==> src/rtl/pap_pkg.sv <==
package pap_pkg;
  typedef enum logic [1:0] {
    ST_IDLE  = 2'd0,
    ST_ARMED = 2'd1,
    ST_CALC  = 2'd2,
    ST_OUT   = 2'd3
  } papState_t;

  typedef struct packed {
    logic capture;
    logic loadResult;
  } papCtl_t;
endpackage

==> src/rtl/pap_ctrl.sv <==
module pap_ctrl
  import pap_pkg::*;
(
  input  logic    clk,
  input  logic    rstN,
  input  logic    t0Tick,
  input  logic    trigIn,
  input  logic    recReady,
  output papCtl_t ctl,
  output logic    busy,
  output logic    recValid
);
  papState_t state, stateNext;

  always_comb begin
    stateNext      = state;
    ctl.capture    = 1'b0;
    ctl.loadResult = 1'b0;
    unique case (state)
      ST_IDLE:  if (trigIn) stateNext = ST_ARMED;
      ST_ARMED: if (t0Tick) begin
        ctl.capture = 1'b1;
        stateNext   = ST_CALC;
      end
      ST_CALC: begin
        ctl.loadResult = 1'b1;
        stateNext      = ST_OUT;
      end
      ST_OUT:   if (recReady) stateNext = ST_IDLE;
      default:  stateNext = ST_IDLE;
    endcase
  end

  always_ff @(posedge clk) begin
    if (!rstN) state <= ST_IDLE;
    else       state <= stateNext;
  end

  assign busy     = (state != ST_IDLE);
  assign recValid = (state == ST_OUT);
endmodule

==> src/rtl/pap_datapath.sv <==
module pap_datapath
  import pap_pkg::*;
#(
  parameter int PH_W       = 16,
  parameter int FREQ_W     = 16,
  parameter int N_W        = 12,
  parameter int SAMPLE_CYC = 403
) (
  input  logic              clk,
  input  logic              rstN,
  input  papCtl_t           ctl,
  input  logic              t0Tick,
  input  logic              sampleValid,
  input  logic [PH_W-1:0]   sampleIn,
  input  logic [FREQ_W-1:0] freqIn,
  input  logic [N_W-1:0]    nIn,
  input  logic              corrValid,
  input  logic [PH_W-1:0]   corrPhase,
  output logic [PH_W-1:0]   recPhase,
  output logic [FREQ_W-1:0] recFreq,
  output logic [N_W-1:0]    recN,
  output logic              recStale,
  output logic              synthValid,
  output logic [PH_W-1:0]   synthPhase
);
  localparam int STALE_LIM = 2 * SAMPLE_CYC;
  localparam int AGE_W     = $clog2(STALE_LIM + 1);
  localparam int PROD_W    = FREQ_W + N_W;
  localparam logic [AGE_W-1:0] AGE_MAX = AGE_W'(STALE_LIM);

  logic [PH_W-1:0]   lastSample;
  logic [AGE_W-1:0]  sampleAge;
  logic [PH_W-1:0]   capPhase;
  logic [FREQ_W-1:0] capFreq;
  logic [N_W-1:0]    capN;
  logic              capStale;
  logic [PROD_W-1:0] advance;
  logic [PH_W-1:0]   corrHold;
  logic              corrPending;

  // sample tracking: age saturates at the stale limit, and reset starts there
  always_ff @(posedge clk) begin
    if (!rstN) begin
      lastSample <= '0;
      sampleAge  <= AGE_MAX;
    end else if (sampleValid) begin
      lastSample <= sampleIn;
      sampleAge  <= '0;
    end else if (sampleAge != AGE_MAX) begin
      sampleAge  <= sampleAge + 1'b1;
    end
  end

  always_ff @(posedge clk) begin
    if (!rstN) begin
      capPhase <= '0;
      capFreq  <= '0;
      capN     <= '0;
      capStale <= 1'b0;
    end else if (ctl.capture) begin
      capPhase <= lastSample;
      capFreq  <= freqIn;
      capN     <= nIn;
      capStale <= (sampleAge == AGE_MAX);
    end
  end

  assign advance = {{N_W{1'b0}}, capFreq} * {{FREQ_W{1'b0}}, capN};

  always_ff @(posedge clk) begin
    if (!rstN) begin
      recPhase <= '0;
      recFreq  <= '0;
      recN     <= '0;
      recStale <= 1'b0;
    end else if (ctl.loadResult) begin
      recPhase <= capPhase + advance[PH_W-1:0];
      recFreq  <= capFreq;
      recN     <= capN;
      recStale <= capStale;
    end
  end

  // correction relay, released on the reference tick
  always_ff @(posedge clk) begin
    if (!rstN) begin
      corrHold    <= '0;
      corrPending <= 1'b0;
      synthValid  <= 1'b0;
      synthPhase  <= '0;
    end else begin
      synthValid <= 1'b0;
      if (corrValid) begin
        corrHold    <= corrPhase;
        corrPending <= 1'b1;
      end else if (t0Tick && corrPending) begin
        corrPending <= 1'b0;
      end
      if (t0Tick && corrPending && !corrValid) begin
        synthValid <= 1'b1;
        synthPhase <= corrHold;
      end
    end
  end
endmodule

==> src/rtl/phase_advance_pred.sv <==
module phase_advance_pred
  import pap_pkg::*;
#(
  parameter int PH_W       = 16,
  parameter int FREQ_W     = 16,
  parameter int N_W        = 12,
  parameter int SAMPLE_CYC = 403
) (
  input  logic              clk,
  input  logic              rstN,
  input  logic              t0Tick,
  input  logic              trigIn,
  input  logic              sampleValid,
  input  logic [PH_W-1:0]   sampleIn,
  input  logic [FREQ_W-1:0] freqIn,
  input  logic [N_W-1:0]    nIn,
  output logic              recValid,
  input  logic              recReady,
  output logic [PH_W-1:0]   recPhase,
  output logic [FREQ_W-1:0] recFreq,
  output logic [N_W-1:0]    recN,
  output logic              recStale,
  output logic              busy,
  input  logic              corrValid,
  input  logic [PH_W-1:0]   corrPhase,
  output logic              synthValid,
  output logic [PH_W-1:0]   synthPhase
);
  papCtl_t ctl;

  pap_ctrl u_ctrl (
    .clk      (clk),
    .rstN     (rstN),
    .t0Tick   (t0Tick),
    .trigIn   (trigIn),
    .recReady (recReady),
    .ctl      (ctl),
    .busy     (busy),
    .recValid (recValid)
  );

  pap_datapath #(
    .PH_W       (PH_W),
    .FREQ_W     (FREQ_W),
    .N_W        (N_W),
    .SAMPLE_CYC (SAMPLE_CYC)
  ) u_dp (
    .clk         (clk),
    .rstN        (rstN),
    .ctl         (ctl),
    .t0Tick      (t0Tick),
    .sampleValid (sampleValid),
    .sampleIn    (sampleIn),
    .freqIn      (freqIn),
    .nIn         (nIn),
    .corrValid   (corrValid),
    .corrPhase   (corrPhase),
    .recPhase    (recPhase),
    .recFreq     (recFreq),
    .recN        (recN),
    .recStale    (recStale),
    .synthValid  (synthValid),
    .synthPhase  (synthPhase)
  );
endmodule

==> config.mk <==
export PLATFORM = sky130hd
export DESIGN_NAME = phase_advance_pred
export DESIGN_NICKNAME = d
export VERILOG_FILES = /design/src/rtl/pap_pkg.sv /design/src/rtl/pap_ctrl.sv /design/src/rtl/pap_datapath.sv /design/src/rtl/phase_advance_pred.sv
export SDC_FILE = /design/constraint.sdc
export NUM_CORES = 1
export LEC_CHECK = 0
export BUFFER_PORTS_ARGS = -buffer_cell sky130_fd_sc_hd__buf_4
export CAP_MARGIN = 20
export CORE_UTILIZATION = 40
export CTS_BUF_LIST = sky130_fd_sc_hd__clkbuf_4
export DETAILED_ROUTE_END_ITERATION = 8
export SYNTH_ARGS = -nofsm -noshare
export SYNTH_HDL_FRONTEND = slang
export SYNTH_SLANG_ARGS = --single-unit
export TNS_END_PERCENT = 5
==> constraint.sdc <==
create_clock -name clk -period 16.2 [get_ports clk]
set_input_delay 3.24 -clock clk [delete_from_list [all_inputs] [get_ports clk]]
set_output_delay 3.24 -clock clk [all_outputs]
set_load 0.03 [all_outputs]
==> results summary <==
The run finished with clean final reports. For the worst flop-to-flop path, the logic depth is 19. The worst setup path is captured at a flop. After global routing the overflow that remains totals 0. The via count of the first global-routing pass is 6,860. In the layout the commonest cells are nand2_1 (171), dfxtp_1 (152), inv_1 (134), buf_4 (134), fa_1 (92). The die is 157.6 um tall. The critical path goes through and2_1, fa_1, inv_1, fa_1, inv_1, fa_1, inv_1, fa_1, fa_1, inv_1, ha_1, o21a_1, o31a_1, o221ai_2, o21ai_2, a31oi_4, xnor2_1, nor3_1, or3b_1. The final net count came out at 1,333. In this run the critical register-to-register path is captured at u_dp.recPhase[15]$_SDFFE_PN0P_. On the final layout, the worst clock skew is 0.03166 ns.

The number of max-cap violations came out at 0. The post-synthesis instance area is 9682 um^2. The number of nets produced by synthesis is 1,235. The first global-routing pass estimated 36,060 um of wire. The initialized floorplan defines 56 standard-cell rows. The number of vias per cell came out at 4.688. The total wire length is 22,190 um. The number of gates resized after cts is 0. The worst setup path is of the reg2reg kind. The die covers 24,830 um^2. The met1 routing resource usage after global routing came out at 25.70%. The number of warnings reported in the yosys synthesis log is 0.

The share of the Yosys chip area taken by registers is 31.43%. The detailed-routing iteration count for the pre-antenna-repair pass is 4. Across every metal layer, demand over resource in global routing totals 18.90%. STA classifies the critical path startpoint as a flop. IR analysis of the VDD net gives a maximum drop of 0.00004349 V. The arrival time at the worst endpoint is 5.80 ns. The initial antenna violation count came out at 1. The slowest stage of the critical path is the fa_1 cell. The post-DP HPWL is 16,240 um. The final critical path takes up 32.87% of the cycle. The detailed router placed 6,858 vias in this run. Counting the buffers created by CTS gives 17.

The count of clock tree sinks is 152. Setup violations remaining at the end of the flow were counted as 0. The initial detailed-routing violation count came out at 286. After detailed routing, the average wire length per cell comes to 15.17 um. Synthesis produced 1,031 cells. The die outline width is 157.6 um.

The source-to-sink clock delay at the later pin of the worst-skew pair came out at 0.59 ns. The total area of sequential cells came out at 3043 um^2. CTS placed an instance of clkbuf_4 at the clock tree root. The met3 usage in global routing is 4.188%. The starting density of the core came out at 41.00%. For this design the ratio of total power to cell area is 79.58 nW/um^2. The congestion estimate from routability-driven global placement came to 0.7864. The final hold violation count is 0. The final worst-path setup slack is 10.88 ns. The analysis attributes to cell leakage a power of 4.744 nW. In the synthesized netlist the async set-or-reset flop fraction comes to 0%.

STA puts the critical path data required time at 16.67 ns. The slew at the pin closest to its max-slew limit is 0.9769 ns. The distinct cell type count after synthesis is 47. The core region is 23,610 um^2. The H-tree level count came out at 4. The multi-input gate area in the final layout came out at 5924 um^2. Counting flops and latches in the post-synthesis netlist gives 152. The slack of the worst reg-to-reg path came out at 10.88 ns. The number of max-slew violations in the final report came out at 0.

The signed area change from the synthesized netlist to the final layout came out at 15.75%. TritonCTS built the clock tree. The maximum operating frequency came out at 187.8 MHz. The remaining max-slew budget at the tightest pin came out at 34.87%. met2 is the most crowded layer.

The post-detailed-route count of antenna-violating nets is 0. The maximum cell stage delay along the critical path is 0.53 ns. Cells with a size suffix above 1 make up 15.50% of the layout.

The maximum net fanout on the critical path came out at 11. The buffers inserted during post-CTS setup optimization came out at 0. The critical path ends at u_dp.recPhase[15]$_SDFFE_PN0P_. The time the final worst path needs with I/O delays and setup is 5.325 ns. For this run, design rule violations remaining after detail routing come to 0. The clock transition time at the flip-flop clock pins of the worst setup and hold paths is 0.18 ns. The worst-case setup slack after placement came out at 10.88 ns. The number of filler cells placed in the layout came out at 2,305.

The type of the most critical hold path is reg2reg. Setup repair after global routing left no endpoint under its margin. The number of enable-type register cells in the synthesized netlist came out at 0. The maximum number of pins on one net before global-route repair is 74. The cell that appears most often on the critical path is fa_1. The critical path launch point is u_dp.capFreq[7]$_SDFFE_PN0P_. The met2 routing resource usage after global routing came out at 30.28%. The number of buffers inserted by port buffering came out at 130. The number of hold buffers added after CTS was 0. In the synthesized netlist the dominant register cell turns out to be dfxtp_1.

The overall power is 891.9 uW. The number of placed I/O pins is 131. The startpoint of the lowest-slack register-to-register path is u_dp.capFreq[7]$_SDFFE_PN0P_. The total negative setup slack is 0 ns. In this run the deepest clock path goes through 2 buffers. The most common library cell in the layout ignoring fill and taps is nand2_1.

The synthesized area divided by synthesized cell count is 9.391 um^2.
[layer usage]
metal	vias up	share of wire (%)
li1	3409	-
met1	3294	49
met2	140	45
met3	15	5.3
met4	0	1.0
met5	-	0
[stage by stage]
step	instances	hold WS [ns]	util [%]	area, um^2
after floorplan	1031	0.4403	-	9682
after global placement	1428	0.4466	46.06	10880
after detailed placement	1428	0.4501	46.06	10880
after CTS	1460	0.4592	47.39	11190
after global routing	1463	0.4956	47.46	11210
final	1463	0.4545	47.46	11210
[Yosys cell counts, types with 2 or more instances]
cell type | instances | area share (%)
dfxtp_1 | 152 | 31
and2_1 | 58 | 3.7
buf_4 | 2 | 0.16
a21o_1 | 5 | 0.39
nor3b_1 | 2 | 0.16
a22o_1 | 16 | 1.4
a21oi_1 | 8 | 0.41
o21ai_0 | 9 | 0.47
clkbuf_1 | 46 | 1.8
a21boi_0 | 46 | 3.6
nand3_1 | 5 | 0.26
inv_1 | 134 | 5.2
mux2i_1 | 70 | 7.2
buf_1 | 6 | 0.23
nand4_1 | 3 | 0.19
nor2b_1 | 75 | 4.8
ha_1 | 45 | 5.8
fa_1 | 92 | 19
xnor2_1 | 29 | 2.6
o21a_1 | 8 | 0.62
o211a_1 | 3 | 0.31
nand2_1 | 171 | 6.6
nor2_1 | 13 | 0.50
nor3_1 | 3 | 0.16
xor2_1 | 8 | 0.72
[worst max-delay path: cells and delay by family, from the launching register on]
kind	cells	cell delay, ns
compound gates	5	0.81
xor+xnor	1	0.21
fa+ha+maj	6	2.84
buf+inv	4	0.20
flops	1	0.50
simple gates	3	0.67
[final cells by class]
type                            count  area share, %
Tap cell                          319          3.561
Clock buffer                       17          1.139
Timing Repair Buffer              135          9.077
Clock inverter                     15          1.675
Sequential cell                   152          27.15
Multi-Input combinational cell    689          52.86
Inverter                          134          4.488
Antenna cell                        2        0.04466
[state kept, by name (all words and copies together) (netlist names)]
register / count
u_dp.synthPhase: 16
u_dp.corrPending: 1
u_dp.capPhase: 16
u_dp.corrHold: 16
u_dp.capFreq: 16
u_ctrl.state: 2
u_dp.synthValid: 1
u_dp.recFreq: 16
u_dp.sampleAge: 10
u_dp.capStale: 1
u_dp.capN: 12
u_dp.lastSample: 16
u_dp.recStale: 1
u_dp.recN: 12
u_dp.recPhase: 16
[worst min-delay path by stage]
stage / from / to / slack [ns] / cells past startpoint
after floorplan: u_dp.lastSample[0]$_SDFFE_PN0P_ / u_dp.capPhase[0]$_SDFFE_PN0P_ / 0.44 / 2
after global placement: u_dp.corrHold[4]$_SDFFE_PN0P_ / u_dp.synthPhase[4]$_SDFFE_PN0P_ / 0.45 / 1
after detailed placement: u_dp.corrHold[4]$_SDFFE_PN0P_ / u_dp.synthPhase[4]$_SDFFE_PN0P_ / 0.45 / 1
after CTS: u_dp.lastSample[12]$_SDFFE_PN0P_ / u_dp.capPhase[12]$_SDFFE_PN0P_ / 0.46 / 2
after global routing: u_dp.capPhase[9]$_SDFFE_PN0P_ / u_dp.capPhase[9]$_SDFFE_PN0P_ / 0.50 / 2
final: u_dp.lastSample[12]$_SDFFE_PN0P_ / u_dp.capPhase[12]$_SDFFE_PN0P_ / 0.45 / 2
[where the power goes]
part           switching (mW)  internal, mW  total (mW)
registers              0.0476         0.400       0.447
logic                   0.112        0.0799       0.192
clock network           0.178        0.0748       0.253
[logic make-up after synthesis]
kind of cell    count (synthesis)  synth area share (%)
mux                            70                 7.237
simple gates                  338                 17.16
compound gates                107                 8.517
xor+xnor                       37                 3.347
fa+ha+maj                     137                 24.84
flops                         152                 31.43
buf+inv                       190                 7.469
No activity file was read; power rests on OpenSTA's default activity.
